$ cat config.mk
export PLATFORM = sky130hd
export DESIGN_NAME = irq_prio_ctrl
export DESIGN_NICKNAME = d
export VERILOG_FILES = /design/src/rtl/irq_pkg.sv /design/src/rtl/irq_src_map.sv /design/src/rtl/irq_pending_bank.sv /design/src/rtl/irq_prio_enc.sv /design/src/rtl/irq_prio_ctrl.sv
export SDC_FILE = /design/constraint.sdc
export NUM_CORES = 1
export LEC_CHECK = 0
export BUFFER_PORTS_ARGS = -buffer_cell sky130_fd_sc_hd__buf_4
export CORE_MARGIN = 2
export CORE_UTILIZATION = 28
export CTS_BUF_LIST = sky130_fd_sc_hd__clkbuf_8 sky130_fd_sc_hd__clkbuf_16
export CTS_CLUSTER_DIAMETER = 150
export DETAILED_ROUTE_END_ITERATION = 16
export GPL_ROUTABILITY_DRIVEN = 0
export PLACE_DENSITY = 0.48
export SLEW_MARGIN = 15
export SYNTH_ARGS = -nofsm -noshare
export SYNTH_HDL_FRONTEND = slang
export SYNTH_SLANG_ARGS = --single-unit
$ cat constraint.sdc
create_clock -name clk -period 1.9 [get_ports clk]
set_input_delay 0.285 -clock clk [delete_from_list [all_inputs] [get_ports clk]]
set_output_delay 0.285 -clock clk [all_outputs]
set_load 0.05 [all_outputs]
$ cat src/rtl/irq_pkg.sv
package irq_pkg;
    localparam int NUM_LEVELS = 15;
    localparam int LEVEL_W    = $clog2(NUM_LEVELS + 1);

    localparam logic [5:0] WIDX_SHAPE = 6'h11;
    localparam logic [5:0] WIDX_PEND  = 6'h12;
    localparam logic [5:0] WIDX_MASK  = 6'h13;
    localparam logic [5:0] WIDX_CLEAR = 6'h14;
    localparam logic [5:0] WIDX_FORCE = 6'h15;

    typedef enum logic [2:0] {
        SEL_SHAPE,
        SEL_PEND,
        SEL_MASK,
        SEL_CLEAR,
        SEL_FORCE,
        SEL_NONE
    } reg_sel_e;

    function automatic reg_sel_e decode_sel(input logic [5:0] widx);
        unique case (widx)
            WIDX_SHAPE: return SEL_SHAPE;
            WIDX_PEND:  return SEL_PEND;
            WIDX_MASK:  return SEL_MASK;
            WIDX_CLEAR: return SEL_CLEAR;
            WIDX_FORCE: return SEL_FORCE;
            default:    return SEL_NONE;
        endcase
    endfunction
endpackage

$ cat src/rtl/irq_src_map.sv
module irq_src_map #(
    parameter int NLEV    = 15,
    parameter int RTC_LVL = 12,
    parameter int GPT_LVL = 10,
    parameter int UA_LVL  = 4,
    parameter int UB_LVL  = 5
) (
    input  logic [NLEV:1] ext_req,
    input  logic          rtc_tick,
    input  logic          gpt_tick,
    input  logic          uart_a_evt,
    input  logic          uart_b_evt,
    output logic [NLEV:1] src_vec
);
    for (genvar i = 1; i <= NLEV; i++) begin : g_lvl
        logic internal_hit;
        assign internal_hit = ((i == RTC_LVL) && rtc_tick)
                            | ((i == GPT_LVL) && gpt_tick)
                            | ((i == UA_LVL)  && uart_a_evt)
                            | ((i == UB_LVL)  && uart_b_evt);
        assign src_vec[i] = ext_req[i] | internal_hit;
    end
endmodule

$ cat src/rtl/irq_pending_bank.sv
module irq_pending_bank #(
    parameter int NLEV = 15
) (
    input  logic          clk,
    input  logic          rst_n,
    input  logic [NLEV:1] src_vec,
    input  logic [NLEV:1] kill_vec,
    input  logic          frc_we,
    input  logic [NLEV:1] frc_wval,
    output logic [NLEV:1] pend_q,
    output logic [NLEV:1] force_q
);
    logic [NLEV:1] pend_d;
    logic [NLEV:1] force_d;

    always_comb begin
        pend_d  = (pend_q & ~kill_vec) | src_vec;
        force_d = frc_we ? frc_wval : (force_q & ~kill_vec);
    end

    always_ff @(posedge clk) begin
        if (!rst_n) begin
            pend_q  <= '0;
            force_q <= '0;
        end else begin
            pend_q  <= pend_d;
            force_q <= force_d;
        end
    end

    // every pulsing source is recorded
    p_src_sets_r2: assert property (@(posedge clk) disable iff (!rst_n)
        (src_vec != '0) |=> ((pend_q & $past(src_vec)) == $past(src_vec)));

    // a kill without a competing pulse empties the bit
    p_kill_clears_r3: assert property (@(posedge clk) disable iff (!rst_n)
        ((kill_vec & ~src_vec) != '0) |=> ((pend_q & $past(kill_vec & ~src_vec)) == '0));

    // acknowledge also drops the force bit unless software rewrote it
    p_kill_force_r7: assert property (@(posedge clk) disable iff (!rst_n)
        (!frc_we && kill_vec != '0) |=> ((force_q & $past(kill_vec)) == '0));

    // a force write lands unchanged
    p_force_load_r6: assert property (@(posedge clk) disable iff (!rst_n)
        frc_we |=> (force_q == $past(frc_wval)));
endmodule

$ cat src/rtl/irq_prio_enc.sv
module irq_prio_enc #(
    parameter int NLEV = 15,
    parameter int LW   = 4
) (
    input  logic [NLEV:1] elig,
    output logic [LW-1:0] level
);
    always_comb begin
        level = '0;
        for (int i = 1; i <= NLEV; i++) begin
            if (elig[i]) level = LW'(i);
        end
    end
endmodule

$ cat src/rtl/irq_prio_ctrl.sv
module irq_prio_ctrl
    import irq_pkg::*;
#(
    parameter int NLEV    = NUM_LEVELS,
    parameter int LW      = LEVEL_W,
    parameter int DW      = 32,
    parameter int AW      = 8,
    parameter int RTC_LVL = 12,
    parameter int GPT_LVL = 10,
    parameter int UA_LVL  = 4,
    parameter int UB_LVL  = 5
) (
    input  logic          clk,
    input  logic          rst_n,
    input  logic [NLEV:1] ext_req,
    input  logic          rtc_tick,
    input  logic          gpt_tick,
    input  logic          uart_a_evt,
    input  logic          uart_b_evt,
    input  logic [AW-1:0] reg_addr,
    input  logic          reg_wr,
    input  logic [DW-1:0] reg_wdata,
    output logic [DW-1:0] reg_rdata,
    input  logic          ack_valid,
    input  logic [LW-1:0] ack_level,
    output logic [LW-1:0] irq_level
);
    reg_sel_e      sel;
    logic [NLEV:1] src_vec;
    logic [NLEV:1] ack_vec;
    logic [NLEV:1] clr_vec;
    logic [NLEV:1] kill_vec;
    logic [NLEV:1] pend_q;
    logic [NLEV:1] force_q;
    logic [NLEV:1] mask_q;
    logic [NLEV:1] shape_q;
    logic [NLEV:1] active;
    logic [NLEV:1] elig;
    logic [NLEV:1] wfield;

    assign sel    = decode_sel(reg_addr[7:2]);
    assign wfield = reg_wdata[NLEV:1];

    irq_src_map #(
        .NLEV(NLEV), .RTC_LVL(RTC_LVL), .GPT_LVL(GPT_LVL),
        .UA_LVL(UA_LVL), .UB_LVL(UB_LVL)
    ) u_map (
        .ext_req(ext_req), .rtc_tick(rtc_tick), .gpt_tick(gpt_tick),
        .uart_a_evt(uart_a_evt), .uart_b_evt(uart_b_evt), .src_vec(src_vec)
    );

    for (genvar i = 1; i <= NLEV; i++) begin : g_ack
        assign ack_vec[i] = ack_valid && (ack_level == LW'(i));
    end

    assign clr_vec  = (reg_wr && sel == SEL_CLEAR) ? wfield : '0;
    assign kill_vec = clr_vec | ack_vec;

    irq_pending_bank #(.NLEV(NLEV)) u_bank (
        .clk(clk), .rst_n(rst_n), .src_vec(src_vec), .kill_vec(kill_vec),
        .frc_we(reg_wr && sel == SEL_FORCE), .frc_wval(wfield),
        .pend_q(pend_q), .force_q(force_q)
    );

    always_ff @(posedge clk) begin
        if (!rst_n) begin
            mask_q  <= '1;
            shape_q <= '0;
        end else if (reg_wr) begin
            if (sel == SEL_MASK)  mask_q  <= wfield;
            if (sel == SEL_SHAPE) shape_q <= wfield;
        end
    end

    assign active = pend_q | force_q;
    assign elig   = active & ~mask_q;

    irq_prio_enc #(.NLEV(NLEV), .LW(LW)) u_enc (
        .elig(elig), .level(irq_level)
    );

    always_comb begin
        reg_rdata = '0;
        unique case (sel)
            SEL_SHAPE: reg_rdata[NLEV:1] = shape_q;
            SEL_PEND:  reg_rdata[NLEV:1] = active;
            SEL_MASK:  reg_rdata[NLEV:1] = mask_q;
            SEL_FORCE: reg_rdata[NLEV:1] = force_q;
            SEL_CLEAR, SEL_NONE: reg_rdata = '0;
        endcase
    end

    // a reported level is never masked
    p_mask_blocks_r4: assert property (@(posedge clk) disable iff (!rst_n)
        (irq_level != '0) |-> !mask_q[irq_level]);

    // a reported level is really pending or forced
    p_level_active_r5: assert property (@(posedge clk) disable iff (!rst_n)
        (irq_level != '0) |-> active[irq_level]);

    // nothing eligible means no request
    p_idle_zero_r5: assert property (@(posedge clk) disable iff (!rst_n)
        (elig == '0) |-> (irq_level == '0));

    // the clear offset never returns data
    p_clear_reads_zero_r9: assert property (@(posedge clk) disable iff (!rst_n)
        (reg_addr[7:2] == WIDX_CLEAR) |-> (reg_rdata == '0));
endmodule

==> results of run 1 <==
-- cell families after synthesis --
kind of cell | Yosys count | share of synthesized area, %
AOI/OAI and AO/OA | 104 | 22.71
buffers and inverters | 44 | 7.679
DFF | 60 | 34.77
muxes | 15 | 4.346
other | 1 | 0.1086
and+or+nand+nor | 217 | 30.39
-- final cells by class --
type | count | area share, %
Multi-Input combinational cell | 353 | 48.88
Sequential cell | 60 | 23.25
Timing Repair Buffer | 108 | 18.83
Clock buffer | 12 | 5.084
Tap cell | 147 | 3.508
Clock inverter | 4 | 0.3103
Inverter | 2 | 0.1432
-- cell usage after synthesis, types with 2 or more instances --
master	number	area (µm²)
a21boi_0	5	37.54
a21boi_1	10	75.07
a22o_1	11	96.34
a31oi_1	16	100.1
and2_1	4	25.02
and3_1	13	81.33
and3b_1	2	17.52
buf_2	8	40.04
buf_4	19	142.6
clkbuf_1	13	48.80
dfxtp_1	60	1201
inv_1	2	7.510
mux2i_1	15	150.1
nand2_1	104	390.4
nand2b_1	3	18.77
nand3_1	24	120.1
nand3b_1	2	15.01
nand4_1	2	12.51
nor2_1	35	131.4
nor2b_1	18	112.6
nor3_4	3	48.80
o211ai_1	6	45.04
o211ai_2	10	125.1
o21ai_0	23	115.1
o21bai_1	13	97.59
-- power by group --
group | switching [µW] | internal (µW)
Combinational | 288 | 199
Sequential | 43.0 | 1300
Clock | 563 | 972
Total | 894 | 2470
-- critical path: stages, from the launching register on --
cell      delay (ns)
dfxtp_2         0.34
o21ba_4         0.23
o311ai_4        0.24
a31oi_2         0.13
o211ai_1        0.27
buf_4           0.26
-- worst max-delay path by stage --
stage,slack (ns),endpoint,startpoint
6_report,-0.18,irq_level[0],u_bank.pend_q[2]
5_1_grt,-0.22,irq_level[0],u_bank.pend_q[2]
4_1_cts,-0.18,irq_level[0],u_bank.pend_q[2]
3_5_place_dp,-0.17,reg_rdata[7],reg_addr[7]
3_3_place_gp,-0.17,reg_rdata[7],reg_addr[7]
2_1_floorplan,-0.07,reg_rdata[9],reg_addr[3]
-- sequential cells by signal, indices dropped and copies added (netlist names) --
| name | cells |
|---|---|
| u_bank.pend_q | 15 |
| mask_q | 15 |
| shape_q | 15 |
| u_bank.force_q | 15 |
-- metal layers --
metal	track usage (%)	vias to the layer above	wire [µm]
li1	-	1692	-
met1	25.92	1663	5494
met2	30.24	106	5463
met3	3.954	18	631
met4	7.470	0	267
met5	0	-	0
-- timing repair --
action,4_1_cts,5_1_grt
resized for setup,86,49
hold buffers,0,0
buffers inserted,8,1
pin swaps,18,21
gates cloned,3,0
setup endpoints to repair,19,18
-- per-stage QoR --
| stage | instances | total power [µW] | setup TNS [ns] | hold WS, ns |
|---|---|---|---|---|
| 6_report | 686 | 3364 | -1.668 | 0.1689 |
| 2_1_floorplan | 457 | 1634 | -0.1258 | 0.4090 |
| 5_1_grt | 686 | 3500 | -2.383 | 0.1624 |
| 4_1_cts | 690 | 3400 | -2.363 | 0.1563 |
| 3_3_place_gp | 663 | 1803 | -1.872 | 0.4635 |
| 3_5_place_dp | 663 | 1807 | -2.046 | 0.4712 |
-- cell usage in the layout, fill, tap and decap left out, types with 11 or more instances in the layout --
cell	instances
nand2_1	81
buf_4	76
dfxtp_1	46
nor2_1	30
buf_6	25
nand3_1	24
nand2_4	18
nor2b_1	18
conb_1	17
mux2i_1	15
a31oi_4	14
dfxtp_2	14
and3_1	12
a22o_1	11
==> flow_summary.yaml, run 1 <==
yosys:
  synth_edf_count: 0
  syn_avg_cell_area_um2: 7.833
  ys_seq_elements: 60
  ys.flop_type: "dfxtp_1"
  ys_async_sr_fraction_pct: 0
  syn_inst: 441
  synth.distinct_cells: 45
  yosysWarnings: 0
  syn_area_mm2: 0.003455
  yosysSeqAreaShare_pct: 34.77
cts:
  root_buffer: "clkbuf_16"
  cts_buffers: 9
  h-tree-depth: 3
  clock-sinks: 60
  cts_tree: "built"
  clock_path_buffers: 2
  path_clk_slew_ns: 0.05
  worst_skew_pair.late_latency_ns: 0.33
status:
  outcome: "finished with violations"
  violations: "setup timing"
routing:
  first_iter_violations: 170
  vias: 3479
  drt-total-wl_um: 11860
  viasPerCell: 5.071
  wl_per_cell_um: 17.28
  drc_errors: 0
  antenna_left: 0
  dr.pass1.iters: 4
sta:
  worst_pin_slew_ns: 0.5219
  finalHoldViolations: 0
  period_minus_slack_ns: 2.078
  timing.final.crit_share_pct: 109.4
  setup_viol: 16
  finalMaxSlewViolations: 0
  max-slew-margin-rel_pct: 65.13
  finClkSkew_ns: 0
  rsz0062_at_grt: "true"
  timing.final.ws_setup_ns: -0.1778
  fmax_mhz: 481.3
placement:
  placed_area_mm2: 0.004483
  dp_hpwl_um: 8302
  preCtsSetupSlack_ns: -0.1750
  port_buffers: 66
critical_path:
  critPathKind: "flop to output pin"
  worst_ep_arrival_time_ns: 1.79
  r2r_slack_ns: 1.09
  worstPathMaxFanout: 4
  worstSetupStartpointType: "flop"
  worstSetupEndpointType: "output pin"
  timing.rr.start: "u_bank.pend_q[11]"
  r2r-end: "u_bank.pend_q[11]"
  critical_path_required_ns: 1.62
  reg2reg_depth: 2
cells_and_area:
  utilization_pct: 43.65
  final_nets: 601
  fin_area_mm2: 0.005243
  layout-drive-gt1-share_pct: 40.63
  multi_input_area_mm2: 0.002562
  fillers: 1193
  n_antenna_cell: 0
  seq_area_mm2: 0.001219
  area_delta_synth_final_pct: 51.76
floorplanning:
  die_h_um: 115.1
  core_area_mm2: 0.01201
  io_pins: 103
  fp.dieW_um: 115.1
  initial_core_util_pct: 28.76
  std_cell_rows: 40
  die-area_mm2: 0.01324
hold_path:
  min_path_type: "input port to flop"
  hold_path_depth: 2
  worstHoldStart: "ext_req[3]"
  holdPathEnd: "u_bank.pend_q[3]"
global_routing:
  grt_pass1_vias: 3529
  grt-ovfl-total: 0
  grt_usage_pct: 19.24
  grt_pass1_wl_um: 19170
  grt_max_degree: 76
  antenna_found_initial: 0
power:
  ir_worst_vdd_mv: 0.3002
  powerDensity_mw_per_mm2: 641.7
  leakagePower_uw: 0.002440
run:
  cap_viol_max_count: 0
Note: power is estimated with default switching activity, not from simulation.
==> run 2, diff against run 1 <==
- REMOVE_ABC_BUFFERS: not set -> 1
==> run 2 against run 1 <==
  * The run still ends with setup timing left
  * Power rose by 6.8%
  * Worst hold slack improved by 0.00072 ns
  * Non-clock buffer count grew 10
  * Count of clock-buffer cells in the layout shrank 2
  * Register-to-register slack worse by 0.10 ns
==> flow_summary.yaml, run 2 (synthesis results as in run 1) <==
placement:
  preCtsSetupSlack_ns: -0.1808
  port_buffers: 66
  dp_hpwl_um: 7903
  placed_area_mm2: 0.004314
routing:
  vias: 3512
  antenna_left: 0
  drt-total-wl_um: 11860
  wl_per_cell_um: 17.04
  viasPerCell: 5.046
  drc_errors: 0
  first_iter_violations: 154
  dr.pass1.iters: 5
cells_and_area:
  utilization_pct: 44.10
  final_nets: 611
  layout_commonest_cell: "nand2_1"
  fin_area_mm2: 0.005298
  final_cell_mix: "nand2_1 (85), buf_4 (80), dfxtp_1 (53)"
  n_antenna_cell: 0
  layout-drive-gt1-share_pct: 38.62
  area_delta_synth_final_pct: 53.35
  fillers: 1197
critical_path:
  worstSetupEndpointType: "output pin"
  worstPathMaxFanout: 7
  critical_path_required_ns: 1.62
  critPathKind: "input port to output pin"
  worstSetupStartpointType: "input port"
  max_stage_delay_ns: 0.42
  reg2reg_depth: 3
  path_cells: "buf_6, or3b_4, buf_12, a21oi_4, buf_8, buf_6, nand2_4, a31oi_4, buf_6"
  crit_top_cell: "buf_6"
  slowest_stage: "or3b_4"
  worst_ep_arrival_time_ns: 1.85
floorplanning:
  fp.dieW_um: 115.1
  die_h_um: 115.1
  io_pins: 103
  core_area_mm2: 0.01201
  std_cell_rows: 40
  initial_core_util_pct: 28.76
  die-area_mm2: 0.01324
power:
  leakagePower_uw: 0.002456
  power.internal_uw: 2674
  clockPowerShare_pct: 49.1
  comb_power_share_pct: 13.8
  p_sw_uw: 918.7
  powerDensity_mw_per_mm2: 678.1
  power_switching_share_pct: 25.57
  seqPwrFrac_pct: 37.1
  ir_worst_vdd_mv: 0.3367
  power_uw: 3592
sta:
  rsz0062_at_grt: "true"
  hold_ws_ns: 0.1696
  finClkSkew_ns: 0
  setup_viol: 17
  period_minus_slack_ns: 2.136
  timing.final.crit_share_pct: 112.4
  finalMaxSlewViolations: 0
  timing.final.ws_setup_ns: -0.2363
  finalHoldViolations: 0
  fmax_mhz: 468.1
global_routing:
  use_met1_pct: 22.33
  grt-ovfl-total: 0
  grt_pass1_wl_um: 18240
  gr-usage-met2_pct: 31.37
  grt_usage_pct: 18.10
  grt_pass1_vias: 3400
  antenna_found_initial: 0
  grt_max_degree: 43
  met3_usage_pct: 4.323
  busiest_layer: "met2"
cts:
  cts_buffers: 9
  clock-sinks: 60
  path_clk_slew_ns: 0.06
  h-tree-depth: 3
  cts_tree: "built"
  clock_path_buffers: 2
  root_buffer: "clkbuf_16"
  worst_skew_pair.late_latency_ns: 0.33
hold_path:
  hold_path_depth: 3
  min_path_type: "input port to flop"
status:
  outcome: "finished with violations"
  violations: "setup timing"
run:
  cap_viol_max_count: 0
==> run 2: repair_timing <==
action                     in CTS  in global routing
cloned                          1                  0
setup endpoints to repair      19                 18
pin swaps                      35                 23
resized for setup              87                 47
hold buffers                    0                  0
setup buffers                   7                  8
==> run 2: metrics by stage <==
step | setup TNS (ns) | std cells
floorplan | -6.399 | 415
global placement | -2.377 | 665
detailed placement | -2.245 | 665
CTS | -2.584 | 689
global route | -3.976 | 696
finish | -2.953 | 696
==> run 2: power by group through the flow <==
stage | logic (µW) | clock network (µW) | registers, µW
global route | 529 | 1840 | 1340
detailed placement | 447 | 0 | 1350
global placement | 442 | 0 | 1350
CTS | 480 | 1790 | 1330
finish | 495 | 1760 | 1330
floorplan | 224 | 0 | 1340
==> run 2: path summary, 6_finish.rpt <==
kind	start	endpoint	slack, ns
setup / recovery	reg_addr[7]	reg_rdata[13]	-0.24
hold / removal	ext_req[12]	u_bank.pend_q[12]	0.17
setup reg to reg	u_bank.pend_q[2]	u_bank.pend_q[2]	0.99
hold reg to reg	mask_q[15]	mask_q[15]	0.50
==> run 2: per-layer routing <==
metal | wire length (µm) | vias up
li1 | - | 1716
met1 | 5191 | 1683
met2 | 5882 | 95
met3 | 587 | 18
met4 | 198 | 0
met5 | 0 | -
==> run 2: final cells by class <==
class,instances,area (µm²),area share [%]
clock buffer,10,239.0,4.511
clock inverter,6,80.08,1.512
inverter,2,7.507,0.1417
multi-input combinational,353,2442,46.10
sequential,60,1210,22.84
tap,147,183.9,3.472
timing repair buffer,118,1135,21.42
==> run 2: worst max-delay path, delay by kind of cell <==
family / cells / cell delay, ns
AO/OA/AOI/OAI: 2 / 0.36
AND/OR/NAND/NOR: 2 / 0.46
buffers and inverters: 5 / 0.73
==> run 3, diff against run 2 <==
--- a/config.mk
+++ b/config.mk
@@ -8,3 +8,2 @@
 export BUFFER_PORTS_ARGS = -buffer_cell sky130_fd_sc_hd__buf_4
-export CORE_MARGIN = 2
 export CORE_UTILIZATION = 28
--- a/constraint.sdc
+++ b/constraint.sdc
@@ -3,2 +3,2 @@
 set_output_delay 0.285 -clock clk [all_outputs]
-set_load 0.05 [all_outputs]
+set_load 0.02 [all_outputs]
==> run 3 against run 2 <==
  * The run still ends with setup timing left
  * Via count is 3.0% lower
  * Power up 3.0%
  * Register-to-register slack is essentially flat
  * Critical path depth shrank 3
  * Count of clock-buffer cells in the layout increased by 1
  * Flip-flop and latch count stayed put
  * Wire length down 1.5%
  * Cell area rose by 0.28%
  * Worst hold slack about the same
  * Critical path type is now flop to output pin
  * Largest cell class unchanged
  * Highest routed layer unchanged
==> flow_summary.yaml, run 3 (synthesis results as in run 1) <==
routing:
  drt-total-wl_um: 11680
  antenna_left: 0
  wl_per_cell_um: 16.98
  drc_errors: 0
  vias: 3405
  first_iter_violations: 136
  viasPerCell: 4.949
  dr.pass1.iters: 4
critical_path:
  worst_ep_arrival_time_ns: 1.79
  critPathKind: "flop to output pin"
  critical_path_required_ns: 1.62
  worstSetupStartpointType: "flop"
  worstSetupEndpointType: "output pin"
  worstPathMaxFanout: 2
cts:
  root_buffer: "clkbuf_16"
  worst_skew_pair.late_latency_ns: 0.32
  path_clk_slew_ns: 0.06
  cts_buffers: 9
  h-tree-depth: 3
  cts_hold_buf: 0
  clock-sinks: 60
  clock_path_buffers: 2
  cts_tree: "built"
floorplanning:
  die-area_mm2: 0.01279
  core_area_mm2: 0.01201
  initial_core_util_pct: 28.76
  die_h_um: 113.1
  std_cell_rows: 40
  io_pins: 103
  fp.dieW_um: 113.1
placement:
  port_buffers: 66
  dp_hpwl_um: 7926
global_routing:
  grt_pass1_vias: 3429
  antenna_found_initial: 0
  grt-ovfl-total: 0
  grt_pass1_wl_um: 17860
  grt_max_degree: 36
  grt_usage_pct: 18.23
power:
  leakagePower_uw: 0.002361
  powerDensity_mw_per_mm2: 696.7
  power_uw: 3701
  ir_worst_vdd_mv: 0.3800
sta:
  finalSetupTns_ns: -0.2853
  fmax_mhz: 482.2
  rsz0062_at_grt: "true"
  setup_viol: 8
  finalHoldViolations: 0
  timing.final.crit_share_pct: 109.2
  finalMaxSlewViolations: 0
  period_minus_slack_ns: 2.074
  finClkSkew_ns: 0
  timing.final.ws_setup_ns: -0.1740
status:
  violations: "setup timing"
  outcome: "finished with violations"
cells_and_area:
  layout-drive-gt1-share_pct: 40.30
  seq_area_mm2: 0.001210
  n_antenna_cell: 0
  fillers: 1176
  area_delta_synth_final_pct: 53.79
  multi_input_area_mm2: 0.002544
  layout_commonest_cell: "nand2_1"
  utilization_pct: 44.23
  final_cell_mix: "nand2_1 (82), buf_4 (79), dfxtp_1 (53)"
  final_nets: 603
run:
  cap_viol_max_count: 0
hold_path:
  min_path_type: "input port to flop"
-- run 3: cell count changes in the layout (fill, tap and decap cells not counted), moves of 3 or more --
cell,previous run,this run
o21ai_4,0,4
o21ai_0,11,8
o21bai_4,5,2
nand2_1,85,82
nor2_4,1,9
nand2_2,9,13
nor2_1,30,23
buf_6,25,22
buf_12,9,6
-- run 3: worst paths after layout --
kind | startpoint | end | slack, ns | cells past startpoint
worst min register to register | u_bank.force_q[15] | u_bank.force_q[15] | 0.49 | 2
worst min-delay path | ext_req[7] | u_bank.pend_q[7] | 0.17 | 2
worst max-delay path | u_bank.pend_q[2] | irq_level[0] | -0.17 | 6
worst max register to register | u_bank.pend_q[2] | u_bank.pend_q[2] | 1.00 | 3
-- run 3: layout make-up --
| class | instances | area share [%] |
|---|---|---|
| clock buffer | 11 | 4.757 |
| tap | 147 | 3.462 |
| timing repair buffer | 110 | 19.12 |
| multi-input combinational | 353 | 47.88 |
| clock inverter | 5 | 1.861 |
| sequential | 60 | 22.77 |
| inverter | 2 | 0.1413 |
-- run 3: where the power goes --
group          internal (µW)  switching, µW
clock                   1350            593
combinational            199            225
sequential              1300           41.6
-- run 3: timing repair --
item                       in CTS  in global routing
gates resized for setup        67                 90
cloned                          0                  1
pin swaps                      31                 30
setup endpoints to repair      18                 18
buffers inserted                1                  2
-- run 3: metrics by stage --
step	hold WS (ns)	cell area (µm²)	worst slack [ns]	cells
floorplan	0.3568	3257	0.02006	415
finish	0.1698	5313	-0.1740	688
CTS	0.1672	4875	-0.1961	685
global route	0.1702	5313	-0.2167	688
global placement	0.4598	4299	-0.1289	668
detailed placement	0.4715	4299	-0.1317	668
-- run 3: critical path: stages (launching register included) --
cell	delay [ns]
dfxtp_2	0.32
o21ba_4	0.22
o311ai_4	0.23
buf_4	0.17
a31oi_4	0.08
o211ai_1	0.25
buf_4	0.19
-- run 3: layer usage --
metal | vias up | GRT usage [%] | part of all wire, %
li1 | 1696 | - | -
met2 | 67 | 31.00 | 49
met4 | 0 | 6.667 | 2.4
met1 | 1619 | 22.72 | 45
met3 | 23 | 3.749 | 3.1
met5 | - | 0 | 0
